<file path="src/rtl/tx_frag_pkg.sv">
package tx_frag_pkg;

  localparam int WORD_W         = 32;
  localparam int BYTES_PER_WORD = WORD_W / 8;

  typedef struct packed {
    logic [WORD_W-1:0] data;
    logic              sop;
    logic              eop;
    logic              err;
    logic [1:0]        mod;
  } bus_word_t;

  // True when the word that sees `left` bytes still owed is the packet's last.
  function automatic logic is_final_word(input logic [31:0] left);
    return left <= 32'(BYTES_PER_WORD);
  endfunction

  // Unused byte lanes in the final word: 4 left -> 0, 1 left -> 3.
  function automatic logic [1:0] mod_for_left(input logic [31:0] left);
    if (left >= 32'(BYTES_PER_WORD)) return 2'b00;
    return 2'(32'(BYTES_PER_WORD) - left);
  endfunction

  // Bytes still owed after one more word has been sent.
  function automatic logic [31:0] left_after_word(input logic [31:0] left);
    if (left <= 32'(BYTES_PER_WORD)) return 32'd0;
    return left - 32'(BYTES_PER_WORD);
  endfunction

endpackage

</file>
<file path="src/rtl/tx_frag_fifo.sv">
module tx_frag_fifo #(
  parameter int WIDTH = 49,
  parameter int DEPTH = 8
) (
  input  logic                         clk,
  input  logic                         rst_n,
  input  logic                         push,
  input  logic [WIDTH-1:0]             wr_data,
  input  logic                         pop,
  output logic [WIDTH-1:0]             rd_data,
  output logic                         not_empty,
  output logic                         full,
  output logic [$clog2(DEPTH+1)-1:0]   count
);

  localparam int AW = (DEPTH > 1) ? $clog2(DEPTH) : 1;
  localparam int CW = $clog2(DEPTH + 1);

  logic [WIDTH-1:0] mem [DEPTH];
  logic [AW-1:0]    wr_ptr;
  logic [AW-1:0]    rd_ptr;
  logic             do_push;
  logic             do_pop;

  function automatic logic [AW-1:0] bump(input logic [AW-1:0] p);
    return (p == AW'(DEPTH - 1)) ? '0 : p + AW'(1);
  endfunction

  assign full      = (count == CW'(DEPTH));
  assign not_empty = (count != '0);
  assign do_push   = push & ~full;
  assign do_pop    = pop & not_empty;
  assign rd_data   = mem[rd_ptr];

  always_ff @(posedge clk) begin
    if (do_push) mem[wr_ptr] <= wr_data;
  end

  always_ff @(posedge clk) begin
    if (!rst_n) begin
      wr_ptr <= '0;
      rd_ptr <= '0;
      count  <= '0;
    end else begin
      if (do_push) wr_ptr <= bump(wr_ptr);
      if (do_pop)  rd_ptr <= bump(rd_ptr);
      case ({do_push, do_pop})
        2'b10:   count <= count + CW'(1);
        2'b01:   count <= count - CW'(1);
        default: count <= count;
      endcase
    end
  end

endmodule

</file>
<file path="src/rtl/tx_gap_timer.sv">
module tx_gap_timer #(
  parameter int GAP_CYCLES = 2
) (
  input  logic clk,
  input  logic rst_n,
  input  logic start,
  output logic gap_open
);

  generate
    if (GAP_CYCLES == 0) begin : g_no_gap
      assign gap_open = 1'b1;
    end else begin : g_count
      localparam int GW = $clog2(GAP_CYCLES + 1);
      logic [GW-1:0] remain;

      // A load on the edge that follows the cycle where remain is 1 gives
      // exactly GAP_CYCLES empty bus cycles after the closing word.
      assign gap_open = (remain <= GW'(1)) & ~start;

      always_ff @(posedge clk) begin
        if (!rst_n)              remain <= '0;
        else if (start)          remain <= GW'(GAP_CYCLES);
        else if (remain != '0)   remain <= remain - GW'(1);
      end
    end
  endgenerate

endmodule

</file>
<file path="src/rtl/tx_frag_ctrl.sv">
module tx_frag_ctrl
  import tx_frag_pkg::*;
#(
  parameter int FRAG_WORDS = 4,
  parameter int LEN_W      = 16
) (
  input  logic              clk,
  input  logic              rst_n,
  input  logic              head_valid,
  input  logic [WORD_W-1:0] head_data,
  input  logic [LEN_W-1:0]  head_bytes,
  input  logic              head_bad,
  input  logic              gap_open,
  input  logic              bus_enable,
  output logic              head_pop,
  output bus_word_t         word_q,
  output logic              word_pending,
  output logic              word_xfer,
  output logic              frag_end_xfer
);

  localparam int IDX_W = (FRAG_WORDS > 1) ? $clog2(FRAG_WORDS) : 1;

  logic             in_pkt_q;
  logic [LEN_W-1:0] left_q;
  logic             bad_acc_q;
  logic [IDX_W-1:0] idx_q;
  logic             frag_last_q;

  logic [LEN_W-1:0] cur_left;
  logic             cur_final;
  logic             cur_bad;
  logic             cur_frag_last;
  logic             slot_free;
  bus_word_t        next_word;

  always_comb begin
    cur_left       = in_pkt_q ? left_q : head_bytes;
    cur_final      = is_final_word(32'(cur_left));
    cur_bad        = (in_pkt_q & bad_acc_q) | head_bad;
    cur_frag_last  = cur_final | (idx_q == IDX_W'(FRAG_WORDS - 1));
    next_word.data = head_data;
    next_word.sop  = ~in_pkt_q;
    next_word.eop  = cur_final;
    next_word.err  = cur_final & cur_bad;
    next_word.mod  = cur_final ? mod_for_left(32'(cur_left)) : 2'b00;
  end

  assign word_xfer     = word_pending & bus_enable;
  assign slot_free     = ~word_pending | word_xfer;
  assign head_pop      = slot_free & head_valid & gap_open;
  assign frag_end_xfer = word_xfer & frag_last_q;

  always_ff @(posedge clk) begin
    if (!rst_n) begin
      word_q       <= '0;
      word_pending <= 1'b0;
      frag_last_q  <= 1'b0;
      in_pkt_q     <= 1'b0;
      left_q       <= '0;
      bad_acc_q    <= 1'b0;
      idx_q        <= '0;
    end else if (head_pop) begin
      word_q       <= next_word;
      word_pending <= 1'b1;
      frag_last_q  <= cur_frag_last;
      in_pkt_q     <= ~cur_final;
      left_q       <= LEN_W'(left_after_word(32'(cur_left)));
      bad_acc_q    <= cur_bad & ~cur_final;
      idx_q        <= cur_frag_last ? '0 : idx_q + IDX_W'(1);
    end else if (word_xfer) begin
      word_pending <= 1'b0;
    end
  end

endmodule

</file>
<file path="src/rtl/pkt_tx_fragmenter.sv">
module pkt_tx_fragmenter
  import tx_frag_pkg::*;
#(
  parameter int FRAG_WORDS = 4,
  parameter int GAP_CYCLES = 2,
  parameter int FIFO_DEPTH = 8,
  parameter int LEN_W      = 16
) (
  input  logic              clk,
  input  logic              rst_n,
  input  logic              in_valid,
  output logic              in_ready,
  input  logic [31:0]       in_data,
  input  logic [LEN_W-1:0]  in_bytes,
  input  logic              in_bad,
  input  logic              bus_enable,
  output logic              bus_valid,
  output logic [31:0]       bus_data,
  output logic              bus_sop,
  output logic              bus_eop,
  output logic              bus_err,
  output logic [1:0]        bus_mod
);

  localparam int ENTRY_W = WORD_W + LEN_W + 1;
  localparam int CNT_W   = $clog2(FIFO_DEPTH + 1);

  // Named internal events, also observed by the bound checker.
  logic [CNT_W-1:0]   fifo_count;
  logic               fifo_full;
  logic               head_valid;
  logic               head_pop;
  logic               word_pending;
  logic               word_xfer;
  logic               frag_end_xfer;
  logic               gap_open;
  logic [ENTRY_W-1:0] head_entry;
  bus_word_t          word_q;

  assign in_ready = ~fifo_full;

  tx_frag_fifo #(
    .WIDTH (ENTRY_W),
    .DEPTH (FIFO_DEPTH)
  ) u_fifo (
    .clk       (clk),
    .rst_n     (rst_n),
    .push      (in_valid & in_ready),
    .wr_data   ({in_data, in_bytes, in_bad}),
    .pop       (head_pop),
    .rd_data   (head_entry),
    .not_empty (head_valid),
    .full      (fifo_full),
    .count     (fifo_count)
  );

  tx_gap_timer #(
    .GAP_CYCLES (GAP_CYCLES)
  ) u_gap (
    .clk      (clk),
    .rst_n    (rst_n),
    .start    (frag_end_xfer),
    .gap_open (gap_open)
  );

  tx_frag_ctrl #(
    .FRAG_WORDS (FRAG_WORDS),
    .LEN_W      (LEN_W)
  ) u_ctrl (
    .clk           (clk),
    .rst_n         (rst_n),
    .head_valid    (head_valid),
    .head_data     (head_entry[ENTRY_W-1 -: WORD_W]),
    .head_bytes    (head_entry[LEN_W:1]),
    .head_bad      (head_entry[0]),
    .gap_open      (gap_open),
    .bus_enable    (bus_enable),
    .head_pop      (head_pop),
    .word_q        (word_q),
    .word_pending  (word_pending),
    .word_xfer     (word_xfer),
    .frag_end_xfer (frag_end_xfer)
  );

  assign bus_valid = word_xfer;
  assign bus_data  = word_q.data;
  assign bus_sop   = word_q.sop;
  assign bus_eop   = word_q.eop;
  assign bus_err   = word_q.err;
  assign bus_mod   = word_q.mod;

endmodule

</file>
<file path="config.mk">
export PLATFORM = sky130hd
export DESIGN_NAME = pkt_tx_fragmenter
export DESIGN_NICKNAME = d
export VERILOG_FILES = /design/src/rtl/tx_frag_pkg.sv /design/src/rtl/tx_frag_fifo.sv /design/src/rtl/tx_gap_timer.sv /design/src/rtl/tx_frag_ctrl.sv /design/src/rtl/pkt_tx_fragmenter.sv
export SDC_FILE = /design/constraint.sdc
export NUM_CORES = 1
export LEC_CHECK = 0
export BUFFER_PORTS_ARGS = -buffer_cell sky130_fd_sc_hd__buf_4
export CAP_MARGIN = 20
export CORE_MARGIN = 1.5
export CORE_UTILIZATION = 60
export DETAILED_ROUTE_END_ITERATION = 16
export PLACE_DENSITY = 0.76
export SETUP_SLACK_MARGIN = 0.05
export SYNTH_ARGS = -nofsm -noshare
export SYNTH_HDL_FRONTEND = slang
export SYNTH_SLANG_ARGS = --single-unit
export TNS_END_PERCENT = 50
</file>
<file path="constraint.sdc">
create_clock -name clk -period 6.5 [get_ports clk]
set_input_delay 0 -clock clk [delete_from_list [all_inputs] [get_ports clk]]
set_output_delay 0 -clock clk [all_outputs]
set_load 0.005 [all_outputs]
</file>
Yosys cells after proc, flatten, opt, wreduce, memory -nomap -nowiden
Memories as Yosys holds them, arrays and structs flattened. A register that Yosys moved wholly into a read port is not among the register bits.
Cells that the tools add are included.
{"block": "totals", "regBits": 71, "word_cells": 82, "memories": 1, "ram_bits": 392}
{"block": "op_classes", "bitwise": 20, "n_lt_le_gt_ge": 3, "eq_ne": 6, "mux": 22, "reduce_logical": 6, "addsub": 8}
{"name": "u_fifo.mem", "words": 8, "width": 49, "read_ports": 1, "rd_clocked_by_memory_dff": 1, "write_ports": 1, "line": "tx_frag_fifo.sv:19", "rtl": "logic [WIDTH-1:0] mem [DEPTH];"}
{"cell": "2-to-1 mux 16 bit", "n": 3}
{"cell": ">= comparator 16 x 3 -> 1 bit (second input constant)", "n": 1}
{"cell": "<= comparator 16 x 3 -> 1 bit (second input constant)", "n": 1}
{"cell": "subtractor 16 x 3 -> 16 bit (second input constant)", "n": 1}
{"cell": "2-to-1 mux 2 bit", "n": 6}
{"cell": "2-to-1 mux 3 bit", "n": 4}
{"cell": "bitwise AND 1 bit", "n": 11}
{"cell": "2-to-1 mux 1 bit", "n": 8}
{"cell": "one-hot mux 4 bit (2 select lines)", "n": 1}
{"cell": "nonzero test 2 bit", "n": 4}
{"cell": "adder 3 x 1 -> 3 bit (second input constant)", "n": 2}
{"cell": "== test 3 bit (second input constant)", "n": 2}
{"cell": "NOT 1 bit", "n": 6}
{"cell": "adder 4 x 1 -> 4 bit (second input constant)", "n": 1}
{"cell": "== test 2 bit (second input constant)", "n": 2}
{"cell": "== test 4 bit (second input constant)", "n": 1}
{"cell": "nonzero test 4 bit", "n": 1}
{"cell": "subtractor 4 x 1 -> 4 bit (second input constant)", "n": 1}
{"cell": "OR 1 bit", "n": 3}
{"cell": "adder 2 x 1 -> 2 bit (second input constant)", "n": 1}
{"cell": "== test 2 x 1 -> 1 bit (second input constant)", "n": 1}
{"cell": "<= comparator 2 x 1 -> 1 bit (second input constant)", "n": 1}
{"cell": "OR reduction 2 bit", "n": 1}
{"cell": "subtractor 1 x 2 -> 2 bit (first input constant)", "n": 1}
{"cell": "subtractor 2 x 1 -> 2 bit (second input constant)", "n": 1}

Depth between registers and ports, before layout
Gate-level depths: netlist of run 1.
{"block": "depth", "depth_word": 8, "ltp_mapped": 15, "mapped_depth_nobuf": 11}

Hierarchy
Synthesis of run 1 repeated with hierarchy kept, for this count alone.
{"block": "unflattened", "cells_unflattened": 993, "hier_area_um2": 18192.4}
{"mod": "tx_frag_fifo", "cells_per_inst": 644, "n_inst": 1, "area_each_um2": 15404.8, "seq_area_each_um2": 12031.5}
{"mod": "tx_frag_ctrl", "cells_per_inst": 341, "n_inst": 1, "area_each_um2": 2710.1, "seq_area_each_um2": 1181.1}
{"mod": "tx_gap_timer", "cells_per_inst": 6, "n_inst": 1, "area_each_um2": 67.6, "seq_area_each_um2": 40.0}
{"mod": "pkt_tx_fragmenter", "cells_per_inst": 2, "n_inst": 1, "area_each_um2": 10.0, "seq_area_each_um2": 0.0}

Least setup slack after synthesis of run 1
No wires, ideal clock.
{"block": "synth_path", "path_kind": "reg-to-reg", "from": "register u_fifo.count[0]", "to": "memory u_fifo.mem[0][0], enable pin", "setup_ns": 0.577, "path_stages_with_launch": 5, "arrival_ns": 5.452, "path_buffers": 0, "setup_slack_ns": 0.471, "period_less_slack_ns": 6.029, "cell_sequence": "dfxtp_1 nor3_1 nand2_1 nand2_1 nor4_1"}
{"block": "synth_between", "elab_chain_len": 6}
{"element": "start: declaration", "line": "tx_frag_fifo.sv:13", "rtl": "output logic [$clog2(DEPTH+1)-1:0] count"}
{"element": "start signal: assignment", "line": "tx_frag_fifo.sv:48", "rtl": "2'b10: count <= count + CW'(1);"}
{"element": "start signal: assignment", "line": "tx_frag_fifo.sv:49", "rtl": "2'b01: count <= count - CW'(1);"}
{"element": "start signal: assignment", "line": "tx_frag_fifo.sv:50", "rtl": "default: count <= count;"}
{"element": "== test 4 bit *", "line": "tx_frag_fifo.sv:29", "rtl": "assign full = (count == CW'(DEPTH));"}
{"element": "NOT 1 bit *", "line": "pkt_tx_fragmenter.sv:40", "rtl": "assign in_ready = ~fifo_full;"}
{"element": "net in_ready", "line": "pkt_tx_fragmenter.sv:12", "rtl": "output logic in_ready,"}
{"element": "bitwise AND 1 bit", "line": "pkt_tx_fragmenter.sv:48", "rtl": ".push (in_valid & in_ready),"}
{"element": "bitwise AND 1 bit *", "line": "tx_frag_fifo.sv:31", "rtl": "assign do_push = push & ~full;"}
{"element": "2-to-1 mux 1 bit *", "line": "tx_frag_fifo.sv:36", "rtl": "if (do_push) mem[wr_ptr] <= wr_data;"}
{"element": "2-to-1 mux 1 bit (not written as such) *", "line": "tx_frag_fifo.sv:36"}
{"element": "end: declaration", "line": "tx_frag_fifo.sv:19"}
The timed path passes the listed nets; every way through them passes the cells marked *.

==> results of run 1 <==
-- sequential cells by signal (all words and copies together), names as in the netlist, named ones only --
signal,count
u_fifo.rd_ptr,3
u_ctrl.frag_last_q,1
u_ctrl.bad_acc_q,1
u_fifo.mem,392
u_gap.g_count.remain,2
u_ctrl.left_q,16
u_ctrl.in_pkt_q,1
u_fifo.wr_ptr,3
u_ctrl.word_pending,1
u_ctrl.word_q,37
u_fifo.count,4
u_ctrl.idx_q,2
-- placed cells by master, fill, tap and decap left out, types with 11 or more instances in the layout --
cell and count:
buf_4 107, dfxtp_1 71, nand2_1 80, ha_1 11, nor2_1 14, o211a_1 33
mux2_2 20, mux2i_1 58, dlygate4sd3_1 51, clkbuf_16 48, nand3_1 13, mux4_2 77
o21ai_1 12, edfxtp_1 392, clkbuf_1 16
-- power by group through the flow --
stage / clock, mW / sequential, mW / combinational (mW)
detailed placement: 0 / 3.78 / 2.18
floorplan: 0 / 3.73 / 1.64
finish: 2.53 / 3.72 / 2.20
CTS: 2.57 / 3.72 / 2.22
global route: 2.69 / 3.75 / 2.41
global placement: 0 / 3.77 / 2.15
-- per-stage QoR --
stage                     cell area [sq um]  total power, mW  hold WS [ns]
final                                 21100             8.45        0.0393
after global routing                  21100             8.86        0.0587
after CTS                             21100             8.52        0.0268
after detailed placement              19200             5.96         0.234
after global placement                19200             5.91         0.233
after floorplan                       18100             5.36        0.0989
-- synth_stat cells, types with 3 or more instances --
library cell / n
o21ai_1: 12
dfxtp_1: 74
o21ai_0: 6
mux2i_1: 58
o31ai_1: 9
mux2_2: 20
nand2_1: 80
nor2_1: 17
nand2b_1: 6
o22ai_1: 9
inv_1: 9
and2_1: 7
ha_1: 11
nor4_1: 3
buf_2: 3
mux2_4: 3
xor2_1: 8
nor2b_1: 8
nand3_1: 13
o211a_1: 33
xnor2_1: 6
a22oi_1: 5
a21boi_0: 7
mux4_2: 77
buf_1: 8
edfxtp_1: 392
a22o_1: 10
nor3_1: 9
buf_4: 8
clkbuf_1: 25
buf_6: 4
a21boi_1: 3
a21oi_1: 9
-- final timing paths --
kind,start,endpoint,slack (ns),cells after the start
worst max-delay path,register,u_ctrl.left_q[10]$_SDFFE_PN0N_,2.57,10
worst min-delay path,rst_n,u_ctrl.word_q[11]$_SDFFE_PN0N_,0.04,2
worst max register to register,register,u_ctrl.left_q[10]$_SDFFE_PN0N_,2.57,10
worst min register to register,u_gap.g_count.remain[0]$_SDFFE_PP0P_,u_gap.g_count.remain[0]$_SDFFE_PP0P_,0.42,1
-- critical path, cell delays in order, from the launching register on --
cell     delay [ns]
dfxtp_2        0.54
buf_4          0.71
mux4_2         0.59
mux2_2         0.27
mux2i_1        0.24
ha_1           0.29
a21oi_1        0.08
nor4_1         0.23
nand4_2        0.37
nand3_2        0.33
o21ai_1        0.12
-- cell type report --
class,count,area share [%]
sequential,466,62.8
multi-input combinational,454,21.6
clock buffer,71,6.43
timing repair buffer,158,6.22
tap,390,2.31
clock inverter,14,0.444
inverter,9,0.160
antenna,1,0.0118
-- routing by layer --
layer	part of all wire, %	GRT usage [%]	vias to the layer above
met3	5.0	3.76	53
li1	-	-	4221
met5	0	0	-
met1	43	33.0	4731
met4	1.9	6.18	0
met2	50	39.6	280
-- cell families (layout without fill, tap and decap cells) --
group | Yosys count | in the layout
DFF | 466 | 466
muxes | 160 | 160
and+or+nand+nor | 155 | 155
AOI/OAI and AO/OA | 113 | 113
buffers and inverters | 60 | 252
xor gates and xnor gates | 14 | 14
adders and majority gates | 12 | 12
other | 0 | 1
==> flow_summary_export.csv, run 1 <==
group,metric,value,unit
cells_and_area,final_util,71.3,%
routing,first_pass_iters,5,
clock_network,cts_tree,"yes",
yosys,synth_seq_cells,466,
clock_network,numCtsBuffers,46,
critical_path,critPathLaunchType,"register",
timing,finalMaxSlewViolations,0,
timing,setup_tns,0,ns
floorplan,die_w,177,um
clock_network,clk_latency,0.55,ns
yosys,synth_xor_xnor_area_share,0.678,%
power,clock_power_share,30.0,%
placement,dp.cells,1426,
global_routing,grt_pass1_wl,55300,um
cells_and_area,nFillCells,1859,
floorplan,die_h,177,um
yosys,synth.area.mux_share,14.5,%
placement,place_ws,2.59,ns
flow_run,max_cap_violations,0,
floorplan,start_util,61.0,%
critical_path,crit_fanout,39,
critical_path,cp-end-kind,"register",
power,p_int,6.03,mW
cells_and_area,final_cells,1563,
power,p_sw,2.42,mW
timing,slew_headroom,25.0,%
timing,fin_ws,2.57,ns
yosys,synthFlopType,"edfxtp_1",
yosys,synth_fa_ha_area_share,0.871,%
timing,final.min_clock_period,3.93,ns
yosys,synth-edff-count,392,
critical_path,cp.arrival,4.36,ns
global_routing,grt_pass1_vias,9620,
yosys,yosysTopAreaCellShare,65.1,%
global_routing,grt_max_degree,78,
placement,port_buffers,91,
critical_path,criticalPathCategory,"register to register",
yosys,synth_nets,1045,
yosys,synth_cell_types,56,
power,power.share.sequential,44.0,%
global_routing,overflow,0,
global_routing,grt_usage,23.7,%
yosys,yosysWarnings,0,
cells_and_area,drive_gt1_share,24.9,%
clock_network,cts.path.max_buffers,3,
clock_network,cts_resized,0,
yosys,synth_largest_area_cell,"edfxtp_1",
placement,place_hpwl,18900,um
power,vdd_drop_max,383,uV
routing,antenna_left,0,
timing,skew,0.0162,ns
power,pwr_density_cell,400,nW/um^2
clock_network,h-tree-depth,2,
clock_network,post_cts_buffers,0,
cells_and_area,syn_to_final_growth,16.7,%
yosys,syn_area,18100,sq um
yosys,ys_seq_area_share,73.3,%
routing,viasPerCell,5.94,
yosys,yosys-top-cells-area,"edfxtp_1 65%, mux4_2 9.6%, dfxtp_1 8.2%, mux2i_1 3.2%, o211a_1 1.8%",
yosys,synth_compound_area_share,4.88,%
power,power_frac_comb,26.0,%
min_path,holdCritPathClass,"input port to register",
cells_and_area,ff_latch_area,13300,sq um
clock_network,clk_pin_slew,0.06,ns
floorplan,ios,92,
yosys,syn_area_per_cell,18.5,sq um
cells_and_area,final_nets,1200,
routing,totalWireLength,35700,um
routing,vias,9285,
run_status,status,"completed",
yosys,synth-simple-area-share,4.03,%
timing,hold_violations,0,
routing,dr.first_iter.drc_count,955,
floorplan,core,29600,sq um
power,p_leak,7.27,nW
placement,gp_congestion,0.890,
yosys,postSynthCellCount,980,
floorplan,die_area,31200,sq um
yosys,synth_top_family_by_area,"multiplexers",
timing,post-route-period-util,60.4,%
timing,setup_viol,0,
clock_network,cts_root_buffer,"clkbuf_16",
clock_network,cts.hold.buffers_added,51,
critical_path,cp.required,6.93,ns
global_routing,antenna_found_initial,1,
timing,rsz0062_at_grt,"false",
timing,fmax,255,MHz
routing,routedWlPerCell,22.8,um
timing,worst_pin_slew,1.12,ns
cells_and_area,multiInputGateArea,4570,sq um
power,p_sw_share,28.7,%
yosys,async_reset_ff_share,0,%
routing,drc_errors,0,
clock_network,cts_sinks,466,
floorplan,row_count,63,
Note: power is estimated with default switching activity, not from simulation.
==> run 2: changes to the inputs <==
--- a/config.mk
+++ b/config.mk
@@ -8,9 +8,9 @@
 export BUFFER_PORTS_ARGS = -buffer_cell sky130_fd_sc_hd__buf_4
 export CAP_MARGIN = 20
 export CORE_MARGIN = 1.5
-export CORE_UTILIZATION = 60
+export CORE_UTILIZATION = 55
 export DETAILED_ROUTE_END_ITERATION = 16
-export PLACE_DENSITY = 0.76
+export PLACE_DENSITY = 0.74
 export SETUP_SLACK_MARGIN = 0.05
 export SYNTH_ARGS = -nofsm -noshare
 export SYNTH_HDL_FRONTEND = slang
==> constraint.sdc (replaced) <==
create_clock -name clk -period 3.29 [get_ports clk]
set_input_delay 0 -clock clk [delete_from_list [all_inputs] [get_ports clk]]
set_output_delay 0 -clock clk [all_outputs]
set_load 0.005 [all_outputs]
==> flow_summary_export.csv, run 2 (synthesis results as in run 1) <==
group,metric,value,unit
floorplan,start_util,55.7,%
placement,gp_congestion,0.826,
timing,worst_pin_slew,0.928,ns
min_path,min_path_cells,2,
timing,slew_headroom,38.1,%
cells_and_area,ff_latch_area,13300,sq um
routing,first_pass_iters,5,
cells_and_area,final_common_cell,"edfxtp_1",
placement,place_hpwl,19100,um
timing,rsz0062_at_grt,"true",
timing,fmax,338,MHz
timing,post-route-period-util,89.9,%
cells_and_area,regMostFlops,"u_fifo.mem",
global_routing,grt_max_degree,77,
timing,finalMaxSlewViolations,0,
clock_network,cts_sinks,466,
routing,antenna_left,0,
clock_network,h-tree-depth,2,
cells_and_area,multiInputGateArea,4580,sq um
cells_and_area,largest_register_ffs,392,
power,vdd_drop_max,753,uV
global_routing,grt_pass1_wl,54700,um
timing,setup_viol,0,
clock_network,cts_root_buffer,"clkbuf_16",
critical_path,ff2ff_setup_slack,0.33,ns
global_routing,grt_pass1_vias,9565,
power,p_leak,7.38,nW
routing,viasPerCell,5.80,
cells_and_area,final_cells,1626,
critical_path,critPathLaunchType,"register",
routing,routedWlPerCell,21.9,um
min_path,holdCritPathClass,"input port to register",
cells_and_area,drive_gt1_share,25.8,%
floorplan,die_w,184,um
critical_path,worstRegToRegCells,12,
floorplan,ios,92,
flow_run,max_cap_violations,0,
routing,vias,9429,
critical_path,endpoint,"u_ctrl.word_q[2]$_SDFFE_PN0N_",
floorplan,die_area,34000,sq um
global_routing,overflow,0,
floorplan,die_h,184,um
global_routing,grt_usage,21.6,%
cells_and_area,mostFrequentLayoutCells,"392 x edfxtp_1, 109 x buf_4, 80 x nand2_1, 77 x mux4_2, 71 x dfxtp_1",
routing,totalWireLength,35500,um
clock_network,cts.path.max_buffers,3,
critical_path,cp-end-kind,"register",
timing,skew,0.0206,ns
clock_network,numCtsBuffers,46,
critical_path,cp.required,3.76,ns
placement,dp.cells,1487,
floorplan,row_count,66,
power,pwr_density_cell,788,nW/um^2
critical_path,cp.arrival,3.42,ns
placement,post_dp_cell_area,19400,sq um
routing,drc_errors,0,
cells_and_area,syn_to_final_growth,18.5,%
routing,dr.first_iter.drc_count,797,
clock_network,clk_pin_slew,0.06,ns
placement,place_ws,0.140,ns
timing,fin_ws,0.333,ns
critical_path,worstReg2RegEnd,"u_ctrl.word_q[2]$_SDFFE_PN0N_",
clock_network,cts_tree,"yes",
cells_and_area,fin_area,21400,sq um
clock_network,clk_latency,0.55,ns
timing,final.min_clock_period,2.96,ns
critical_path,crit_fanout,27,
timing,hold_violations,0,
cells_and_area,final_nets,1211,
placement,port_buffers,91,
floorplan,core,32500,sq um
run_status,status,"completed",
global_routing,antenna_found_initial,1,
critical_path,criticalPathCategory,"register to register",
cells_and_area,largestRegisters,"u_fifo.mem x392, u_ctrl.word_q x37, u_ctrl.left_q x16",
cells_and_area,nFillCells,2178,
==> run 2: cell types whose count changed in the layout (fill, tap and decap cells not counted), moves of 2 or more <==
cell	delta
buf_12	+9
buf_4	+2
clkbuf_8	+3
clkinv_1	-3
clkinv_8	+2
==> run 2: final cells by class <==
cell class / instances / area share [%]
timing repair buffer: 169 / 7.04
sequential: 466 / 61.9
clock inverter: 11 / 0.578
tap: 442 / 2.58
antenna: 1 / 0.0117
multi-input combinational: 454 / 21.3
inverter: 9 / 0.158
clock buffer: 74 / 6.43
==> run 2: per-stage QoR <==
step	hold slack [ns]	util (%)	setup TNS (ns)	total power, mW
2_1_floorplan	0.0989	-	-308.55	10.6
5_1_grt	0.0277	66.1	0	17.7
4_1_cts	0.0296	66.0	0	17.0
3_3_place_gp	0.232	59.8	0	11.8
6_report	0.0216	66.1	0	16.9
3_5_place_dp	0.234	59.8	0	11.9
==> run 2: worst max-delay path: stages, from the launching register on <==
cell      delay (ns)
dfxtp_4         0.48
buf_12          0.27
mux4_2          0.34
mux2i_1         0.20
nor2_1          0.06
a21oi_1         0.24
ha_1            0.25
a21oi_1         0.10
nor4_1          0.24
nand4_2         0.17
buf_4           0.23
nand2b_1        0.14
a21boi_0        0.15
==> run 2: power breakdown <==
| group | total, mW | internal, mW | switching, mW |
|---|---|---|---|
| logic | 4.43 | 2.08 | 2.35 |
| registers | 7.37 | 7.00 | 0.371 |
| clock network | 5.10 | 3.02 | 2.08 |
| total | 16.9 | 12.1 | 4.80 |
==> run 2: worst min path at each step <==
stage | startpoint | endpoint | slack [ns]
after floorplan | in_bad | u_fifo.mem[0][0]$_DFFE_PP_ | 0.1
after global placement | in_data[1] | u_fifo.mem[5][18]$_DFFE_PP_ | 0.23
after detailed placement | in_data[24] | u_fifo.mem[4][41]$_DFFE_PP_ | 0.23
after CTS | rst_n | u_ctrl.word_q[12]$_SDFFE_PN0N_ | 0.03
after global routing | rst_n | u_ctrl.word_q[13]$_SDFFE_PN0N_ | 0.03
final | rst_n | u_ctrl.word_q[16]$_SDFFE_PN0N_ | 0.02
==> run 2: routing by layer <==
metal | wire length (um) | track usage, %
met1 | 15200 | 29.5
met2 | 17600 | 36.3
met3 | 1930 | 3.20
met4 | 818 | 6.16
met5 | 0 | 0
==> run 2: timing repair <==
item                       in CTS  in global routing
setup buffers                   0                  2
gates resized for setup         0                  1
setup endpoints to repair       0                 24
hold endpoints to repair      397                  0
hold buffers                   51                  0
